`src/rtl/tmr_trig_pkg.sv`:
```
package tmr_trig_pkg;
    localparam int NUM_CH = 4;
    localparam int ADDR_W = 4;

    localparam logic [ADDR_W-1:0] A_CTRL  = 4'd0;
    localparam logic [ADDR_W-1:0] A_DIV   = 4'd1;
    localparam logic [ADDR_W-1:0] A_TOP   = 4'd2;
    localparam logic [ADDR_W-1:0] A_COUNT = 4'd3;
    localparam logic [ADDR_W-1:0] A_EVENT = 4'd4;
    localparam logic [ADDR_W-1:0] A_CMP1  = 4'd5;
    localparam logic [ADDR_W-1:0] A_CHEN  = 4'd9;

    localparam int CTRL_RUN = 0;
    localparam int CTRL_BUF = 1;
    localparam int SEL_LO   = 4;
    localparam int SEL_HI   = 6;

    typedef enum logic [2:0] {
        TS_FORCE, TS_ENABLE, TS_UPDATE, TS_CMP_PULSE,
        TS_REF1, TS_REF2, TS_REF3, TS_REF4
    } trig_sel_e;

    typedef enum logic {CS_HALT, CS_RUN} cnt_state_e;
endpackage

```
`src/rtl/tmr_prescaler.sv`:
```
module tmr_prescaler #(
    parameter int W = 16
) (
    input  logic         clk,
    input  logic         rst_n,
    input  logic         run,
    input  logic         uev,
    input  logic [W-1:0] div_pre,
    output logic         tick,
    output logic [W-1:0] div_act,
    output logic [W-1:0] pcnt
);
    always_comb tick = run && (pcnt == div_act);

    always_ff @(posedge clk or negedge rst_n) begin
        if (!rst_n) begin
            pcnt    <= '0;
            div_act <= '0;
        end else if (uev) begin
            pcnt    <= '0;
            div_act <= div_pre;
        end else if (run) begin
            pcnt <= tick ? '0 : pcnt + 1'b1;
        end
    end
endmodule

```
`src/rtl/tmr_counter.sv`:
```
module tmr_counter
    import tmr_trig_pkg::*;
#(
    parameter int W = 16
) (
    input  logic         clk,
    input  logic         rst_n,
    input  logic         ctrl_we,
    input  logic         run_wr,
    input  logic         tick,
    input  logic         force_upd,
    input  logic         cnt_we,
    input  logic         top_we,
    input  logic         buffered,
    input  logic [W-1:0] wr_data,
    input  logic [W-1:0] top_pre,
    output logic         run,
    output logic         adv,
    output logic         ovf,
    output logic [W-1:0] cnt,
    output logic [W-1:0] cnt_adv
);
    cnt_state_e state_q;
    logic [W-1:0] top_act;

    // state register: start / stop transitions come from CTRL writes only
    always_ff @(posedge clk or negedge rst_n) begin
        if (!rst_n)       state_q <= CS_HALT;
        else if (ctrl_we) state_q <= run_wr ? CS_RUN : CS_HALT;
    end

    // outputs of the state machine
    always_comb begin
        unique case (state_q)
            CS_HALT: run = 1'b0;
            CS_RUN:  run = 1'b1;
        endcase
    end

    always_comb begin
        adv     = tick && !force_upd && !cnt_we;
        ovf     = adv && (cnt == top_act);
        cnt_adv = (cnt == top_act) ? '0 : cnt + 1'b1;
    end

    always_ff @(posedge clk or negedge rst_n) begin
        if (!rst_n) begin
            cnt     <= '0;
            top_act <= '0;
        end else begin
            if (force_upd)   cnt <= '0;
            else if (cnt_we) cnt <= wr_data;
            else if (adv)    cnt <= cnt_adv;

            if (force_upd || ovf)      top_act <= top_pre;
            else if (top_we && !buffered) top_act <= wr_data;
        end
    end
endmodule

```
`src/rtl/tmr_trig_sel.sv`:
```
module tmr_trig_sel
    import tmr_trig_pkg::*;
#(
    parameter int W = 16,
    parameter int N = 4
) (
    input  logic                clk,
    input  logic                rst_n,
    input  trig_sel_e           sel,
    input  logic                run,
    input  logic                adv,
    input  logic                force_upd,
    input  logic                ovf,
    input  logic [W-1:0]        cnt,
    input  logic [W-1:0]        cnt_adv,
    input  logic [N-1:0][W-1:0] cmp,
    output logic [N-1:0]        oc_ref,
    output logic                trgo
);
    logic hit;
    logic trgo_d;

    for (genvar g = 0; g < N; g++) begin : g_ref
        assign oc_ref[g] = cnt < cmp[g];
    end

    always_comb hit = adv && (cnt_adv == cmp[0]);

    always_comb begin
        unique case (sel)
            TS_FORCE:     trgo_d = force_upd;
            TS_ENABLE:    trgo_d = run;
            TS_UPDATE:    trgo_d = ovf || force_upd;
            TS_CMP_PULSE: trgo_d = hit;
            TS_REF1:      trgo_d = oc_ref[0];
            TS_REF2:      trgo_d = oc_ref[1];
            TS_REF3:      trgo_d = oc_ref[2];
            TS_REF4:      trgo_d = oc_ref[3];
        endcase
    end

    always_ff @(posedge clk or negedge rst_n) begin
        if (!rst_n) trgo <= 1'b0;
        else        trgo <= trgo_d;
    end
endmodule

```
`src/rtl/tmr_trig_out.sv`:
```
module tmr_trig_out
    import tmr_trig_pkg::*;
#(
    parameter int DATA_W = 16
) (
    input  logic              clk,
    input  logic              rst_n,
    input  logic              wr_en,
    input  logic [3:0]        addr,
    input  logic [DATA_W-1:0] wdata,
    output logic [DATA_W-1:0] rdata,
    output logic              trgo,
    output logic [3:0]        oc_ref,
    output logic              ch_active
);
    localparam int CH_W = $clog2(NUM_CH);

    logic                          buffered_q;
    trig_sel_e                     sel_q;
    logic [DATA_W-1:0]             div_pre, top_pre;
    logic [NUM_CH-1:0][DATA_W-1:0] cmp_q;
    logic [NUM_CH-1:0]             chen_q;

    logic ctrl_we, force_upd, cnt_we, top_we;
    logic run, tick, adv, ovf;
    logic [DATA_W-1:0] cnt_q, cnt_adv, div_act, pcnt;
    logic [ADDR_W-1:0] cidx;

    always_comb begin
        ctrl_we   = wr_en && (addr == A_CTRL);
        top_we    = wr_en && (addr == A_TOP);
        cnt_we    = wr_en && (addr == A_COUNT);
        force_upd = wr_en && (addr == A_EVENT) && wdata[0];
    end

    always_ff @(posedge clk or negedge rst_n) begin
        if (!rst_n) begin
            buffered_q <= 1'b0;
            sel_q      <= TS_FORCE;
            div_pre    <= '0;
            top_pre    <= '0;
            chen_q     <= '0;
        end else if (wr_en) begin
            if (addr == A_CTRL) begin
                buffered_q <= wdata[CTRL_BUF];
                sel_q      <= trig_sel_e'(wdata[SEL_HI:SEL_LO]);
            end
            if (addr == A_DIV)  div_pre <= wdata;
            if (addr == A_TOP)  top_pre <= wdata;
            if (addr == A_CHEN) chen_q  <= wdata[NUM_CH-1:0];
        end
    end

    for (genvar g = 0; g < NUM_CH; g++) begin : g_cmp
        always_ff @(posedge clk or negedge rst_n) begin
            if (!rst_n) cmp_q[g] <= '0;
            else if (wr_en && addr == ADDR_W'(int'(A_CMP1) + g)) cmp_q[g] <= wdata;
        end
    end

    always_comb ch_active = |chen_q;
    always_comb cidx = addr - A_CMP1;

    always_comb begin
        rdata = '0;
        case (addr)
            A_CTRL: begin
                rdata[CTRL_RUN]      = run;
                rdata[CTRL_BUF]      = buffered_q;
                rdata[SEL_HI:SEL_LO] = sel_q;
            end
            A_DIV:   rdata = div_pre;
            A_TOP:   rdata = top_pre;
            A_COUNT: rdata = cnt_q;
            A_CHEN: begin
                rdata[NUM_CH-1:0] = chen_q;
                rdata[NUM_CH]     = ch_active;
            end
            default: if (addr >= A_CMP1 && addr < A_CHEN) rdata = cmp_q[cidx[CH_W-1:0]];
        endcase
    end

    tmr_prescaler #(.W(DATA_W)) u_psc (
        .clk(clk), .rst_n(rst_n), .run(run), .uev(ovf || force_upd),
        .div_pre(div_pre), .tick(tick), .div_act(div_act), .pcnt(pcnt)
    );

    tmr_counter #(.W(DATA_W)) u_cnt (
        .clk(clk), .rst_n(rst_n), .ctrl_we(ctrl_we), .run_wr(wdata[CTRL_RUN]),
        .tick(tick), .force_upd(force_upd), .cnt_we(cnt_we), .top_we(top_we),
        .buffered(buffered_q), .wr_data(wdata), .top_pre(top_pre),
        .run(run), .adv(adv), .ovf(ovf), .cnt(cnt_q), .cnt_adv(cnt_adv)
    );

    tmr_trig_sel #(.W(DATA_W), .N(NUM_CH)) u_sel (
        .clk(clk), .rst_n(rst_n), .sel(sel_q), .run(run), .adv(adv),
        .force_upd(force_upd), .ovf(ovf), .cnt(cnt_q), .cnt_adv(cnt_adv),
        .cmp(cmp_q), .oc_ref(oc_ref), .trgo(trgo)
    );
endmodule

```
`config.mk`:
```
export PLATFORM = sky130hd
export DESIGN_NAME = tmr_trig_out
export DESIGN_NICKNAME = d
export VERILOG_FILES = /design/src/rtl/tmr_trig_pkg.sv /design/src/rtl/tmr_prescaler.sv /design/src/rtl/tmr_counter.sv /design/src/rtl/tmr_trig_sel.sv /design/src/rtl/tmr_trig_out.sv
export SDC_FILE = /design/constraint.sdc
export NUM_CORES = 1
export LEC_CHECK = 0
export ABC_AREA = 1
export BUFFER_PORTS_ARGS = -buffer_cell sky130_fd_sc_hd__buf_2
export CAP_MARGIN = 30
export CORE_ASPECT_RATIO = 1.4
export CORE_UTILIZATION = 64
export DETAILED_ROUTE_END_ITERATION = 8
export MAX_ROUTING_LAYER = met4
export PLACE_DENSITY = 0.9
export SETUP_SLACK_MARGIN = 0.3
export SLEW_MARGIN = 25
export SYNTH_ARGS = -nofsm -noshare
export SYNTH_HDL_FRONTEND = slang
export SYNTH_HIERARCHICAL = 1
export SYNTH_SLANG_ARGS = --single-unit
```
`constraint.sdc`:
```
create_clock -name clk -period 4.9 [get_ports clk]
set_input_delay 0.49 -clock clk [delete_from_list [all_inputs] [get_ports clk]]
set_output_delay 0.49 -clock clk [all_outputs]
set_load 0.1 [all_outputs]
```
; Yosys cells after proc, flatten, opt, wreduce, memory -nomap -nowiden
; Cells that the tools add are included.
; Widths: inputs -> output; s select.
[totals]
wordCells = 96
output_inout_bits = 22
in_bits = 23
regBits = 170
[op_classes]
order_cmp = 7
bitwise_logic = 1
n_mux = 20
addsub = 3
n_reduce_logical = 31
n_eq_ne = 19
[op_table]
columns = op, count
row1 = $mux 16, 11
row2 = $lt 16x16->1, 4
row3 = $eq 16x16->1, 3
row4 = $pmux 9 s4, 1
row5 = $add 16x1->16 const B, 2
row6 = $bmux 16 s2, 1
row7 = $pmux 2 s5, 3
row8 = $eq 4x3->1 const B, 4
row9 = $logic_and 1x1->1, 16
row10 = $eq 3x3->1 const B, 4
row11 = $eq 4x2->1 const B, 2
row12 = $eq 4x4->1 const B, 2
row13 = $pmux 1 s8, 1
row14 = $reduce_and 2->1, 4
row15 = $eq 3x2->1 const B, 2
row16 = $pmux 1 s5, 1
row17 = $eq 4x1->1 const B, 1
row18 = $ge 4x3->1 const B, 1
row19 = $logic_not 4->1, 1
row20 = $lt 4x4->1 const B, 1
row21 = $reduce_bool 2->1, 2
row22 = $reduce_or 4->1, 1
row23 = $eq 3x1->1 const B, 1
row24 = $logic_not 1->1, 3
row25 = 9 further kinds, 9

; Longest topological paths before layout
[depth]
depth_word = 9
depth_mapped = 19
depth_no_buf = 17

; By module
; The synthesis kept the hierarchy.
[by_module_without_submodules]
columns = mod, n_inst, seq_area_each_um2, cells_per_inst, area_each_um2
row1 = tmr_trig_out, 1, 2602.5, 731, 5252.5
row2 = tmr_counter, 1, 825.8, 454, 2625.0
row3 = tmr_trig_sel, 1, 25.0, 329, 1964.4
row4 = tmr_prescaler, 1, 800.8, 289, 1941.9

; Worst setup path before layout
; OpenSTA, ideal clock, no wires.
[synth_timing]
kind = register -> output
start = register u_cnt.cnt[9]
end = output port oc_ref[0]
slack_ns = 1.054
arrival_time_ns = 3.356
path_buffers = 0
required_ns = 4.410
path_stages_with_launch = 8
path_cell_list = dfrtp_1 -> ha_1 -> nand2_1 -> inv_1 -> o21bai_1 -> a21oi_1 -> nor2_1 -> a21boi_0
[synth_between]
elab_chain_len = 1
[synth_rtl]
columns = element, line_no
row1 = "start, declared", tmr_counter.sv:20  ; output logic [W-1:0] cnt,
row2 = "start signal, assigned", tmr_counter.sv:52  ; else if (cnt_we) cnt <= wr_data;
row3 = "start signal, assigned", tmr_counter.sv:53  ; else if (adv) cnt <= cnt_adv;
row4 = $lt 16x16->1, tmr_trig_sel.sv:24  ; assign oc_ref[g] = cnt < cmp[g];
row5 = "end, declared", tmr_trig_out.sv:13  ; output logic [3:0] oc_ref,
; Every way passes these cells.

; Final worst setup path
[layout_timing]
start = input port addr[0]
end = output port rdata[7]
[layout_between]
elab_chain_len = 5
elab_cells_between_ends = 14
cone_classes = add/sub: 1 / order compare: 2 / eq/ne: 4 / mux: 4 / reduce/logical: 3
[layout_rtl]
columns = element, line_no
row1 = "start, declared", tmr_trig_out.sv:9  ; input logic [3:0] addr,
row2 = $sub 2x1->2, tmr_trig_out.sv:62  ; always_comb cidx = addr - A_CMP1;
row3 = $bmux 16 s2, tmr_trig_out.sv:79  ; default: if (addr >= A_CMP1 && addr < A_CHEN) rdata = cmp_q[cidx[CH_W-1:0]];
row4 = $mux 16 (implied by the code), tmr_trig_out.sv:79
row5 = $mux 16, tmr_trig_out.sv:79
row6 = $pmux 9 s4 *, tmr_trig_out.sv:66  ; case (addr)
row7 = "end, declared", tmr_trig_out.sv:11  ; output logic [DATA_W-1:0] rdata,
; Mark *: on every way between the ends. The rest lies on a longest branch, timed or not. The select of a mux whose other input is x is not followed.

==> out/results.ini <==
[floorplanning]
std_cell_rows = 58
die_height_um = 163
die-area_mm2 = 0.0190
fp.dieW_um = 117
pin_count = 45
core_area_mm2 = 0.0180
initial_utilization = 0.655

[setup_path]
slowest_delay_ps = 590
critPathTopFamily = buffers and inverters
start_kind = input pin
crit_chain = buf_2 -> inv_1 -> ha_1 -> inv_1 -> nand3_1 -> nand2_1 -> nand3_1 -> nand2_1 -> buf_2
cp.buffers_inverters = 4
critPathArrivalTime_ps = 3370
criticalPathCategory = in -> out
slowest_stage = ha_1
critPathMaxFanout = 35
cp-end-kind = primary output
required_ps = 4410

[logic_synthesis]
synthSimpleGateAreaFrac = 0.362
synthesis.area_mm2 = 0.0118
ys_ff_latch = 170
ys_seq_area_frac = 0.361
muxShareOfSynthArea = 0.000956
postSynthCellCount = 1803
synth_top_area_cell = dfrtp_1
syn_nets = 1892
async_reset_ff_frac = 1.00
synth_ff_type = dfrtp_1
synth_top_family_by_area = simple AND/OR/NAND/NOR gates
synth_warnings = 6
synth_xor_area_frac = 0.0134
ys_top_cells_by_area = dfrtp_1, nand2_1, inv_1
synth_fa_ha_area_frac = 0.0701
synth-edff-count = 0
synth_top_area_frac = 0.361
synth.avg_cell_area_um2 = 6.54
synth-compound-area-share = 0.0740
yosysUniqueCellTypes = 39

[placed_design]
place_area_mm2 = 0.0121
dp_hpwl_mm = 28.0
dp_cells = 2042
gp_congestion = 0.979
portBuffers = 44

[global_routing]
gr-total-overflow = 0
grt_pass1_wl_mm = 58.3
grt_use_total = 0.431
antenna_found_initial = 0
grt_max_degree = 85
grt_pass1_vias = 11056

[power]
switching_share = 0.441
ir_drop_mv = 0.311
p_int_uw = 3130
p_clk_frac = 0.249
p_per_area_mw_per_mm2 = 439
p_comb_frac = 0.365
p_leak_uw = 0.00713
pwr-share-seq = 0.386
power.switching_uw = 2460

[route]
first_pass_iters = 6
vias_per_cell = 5.72
drt-total-wl_mm = 38.1
drtIter0Drc = 1363
drc = 0
routedWlPerCell_um = 18.4
final_antenna_net_count = 0
vias = 11868

[hold_path]
min_path_type = in -> async

[sta]
max_freq_mhz = 259
setup_viol = 0
tns_ps = 0
tightest_slew_ps = 952
whs_ps = 71.4
slew_violations = 0
post-route-period-util = 0.788
finalHoldViolations = 0
rsz0062_at_grt = no
fin_skew_ps = 12.4
fin_crit_ps = 3860
maxSlewHeadroom = 0.363

[cts]
clock_latency_ps = 440
cts_buffers = 17
ctsResizeCount = 0
tritoncts = done
clk_pin_slew_ps = 70
clock_sinks = 170
ctsHtreeMaxLevel = 4
cts_hold_buf = 0
root_buffer = clkbuf_16
clockBufferDepth = 2
cts_setup_buffers = 0

[finish]
syn_to_final_growth_pct = 8.08
final_cells = 2074
fillers = 1600
design_area_mm2 = 0.0127
fin_nets = 1911
drive_gt1_frac = 0.0840
n_antenna_cell = 0

[flow_run]
cap_violations = 0

[run_status]
run_status = complete, no violations

-- power by group through the flow --
stage,registers (uW),logic [uW],clock network (uW)
floorplan,1990,1530,0
global placement,2150,1910,0
detailed placement,2160,1980,0
CTS,2140,2000,1400
global route,2190,2280,1440
finish,2160,2040,1390
-- stage by stage --
step,setup slack [ps],power [uW],utilization
after global placement,881,4060,0.673
after floorplan,1050,3520,-
after global routing,794,5910,0.708
final,1040,5590,0.708
after CTS,1060,5530,0.707
after detailed placement,842,4140,0.674
-- metal layers --
metal / vias up / share of wire / track usage
li1: 5608 / - / -
met1: 5458 / 0.39 / 0.516
met2: 647 / 0.46 / 0.662
met3: 155 / 0.086 / 0.0808
met4: 0 / 0.069 / 0.275
met5: - / 0 / -
-- sequential cells by signal (all words and copies together), names as in the netlist --
signal	cells
u_cnt/state_q	1
u_psc/div_act	16
sel_q	3
buffered_q	1
chen_q	4
cmp_q	64
u_sel/trgo	1
div_pre	16
u_psc/pcnt	16
u_cnt/cnt	16
u_cnt/top_act	16
top_pre	16
-- kinds of logic after synthesis --
kind of cell | count (synthesis)
AND/OR/NAND/NOR | 1018
XOR/XNOR | 18
multiplexers | 1
flip-flops | 170
buffers and inverters | 358
adder cells (fa/ha/maj) | 66
AO/OA/AOI/OAI | 172
-- cell usage in the layout, fill, tap and decap left out, types with 3 or more instances in the layout --
master / instances
a21oi_1: 27
and2_1: 4
buf_2: 43
buf_4: 8
clkbuf_16: 17
dfrtp_1: 170
ha_1: 66
inv_1: 268
inv_2: 35
inv_6: 3
inv_8: 3
nand2_1: 659
nand2_2: 8
nand3_1: 110
nand3_2: 3
nand4_1: 33
nor2_1: 145
nor2_2: 8
nor3_1: 23
nor3_2: 4
o21ai_0: 131
o21ai_1: 9
or2_1: 4
or2_2: 4
xnor2_1: 5
xor2_1: 13
-- Yosys cell counts, types with 5 or more instances --
cell type / count
dfrtp_1: 170
buf_1: 6
nand2_1: 660
buf_2: 14
xor2_1: 13
nor2_1: 145
nand3_1: 110
nor2_2: 8
xnor2_1: 5
a21oi_1: 27
o21ai_1: 9
nand2_2: 7
ha_1: 66
inv_1: 269
inv_2: 35
o21ai_0: 131
nand4_1: 33
nor3_1: 23
clkbuf_1: 29
-- area by class of cell --
| cell class | count | area, um^2 | area share |
|---|---|---|---|
| clock buffers | 18 | 429 | 0.0337 |
| clock inverters | 13 | 158 | 0.0124 |
| inverters | 304 | 1140 | 0.0896 |
| multi-input cells | 1275 | 6140 | 0.482 |
| flip-flops and latches | 170 | 4250 | 0.334 |
| well taps | 240 | 300 | 0.0236 |
| repair buffers | 54 | 317 | 0.0249 |
-- worst paths after layout --
path,from,endpoint,slack [ps],cells past startpoint
min in group clk,wdata[9],u_cnt/top_act[9],410,5
worst min-delay path,rst_n,cmp_q[35],70,1
worst max register to register,u_psc/pcnt[8],u_psc/pcnt[9],1160,17
worst max-delay path,addr[0],rdata[7],1040,9
max in group asynchronous,rst_n,cmp_q[3],3640,2
worst min register to register,u_psc/div_act[4],u_psc/div_act[4],500,2
Power figures use the tool's default switching activity.
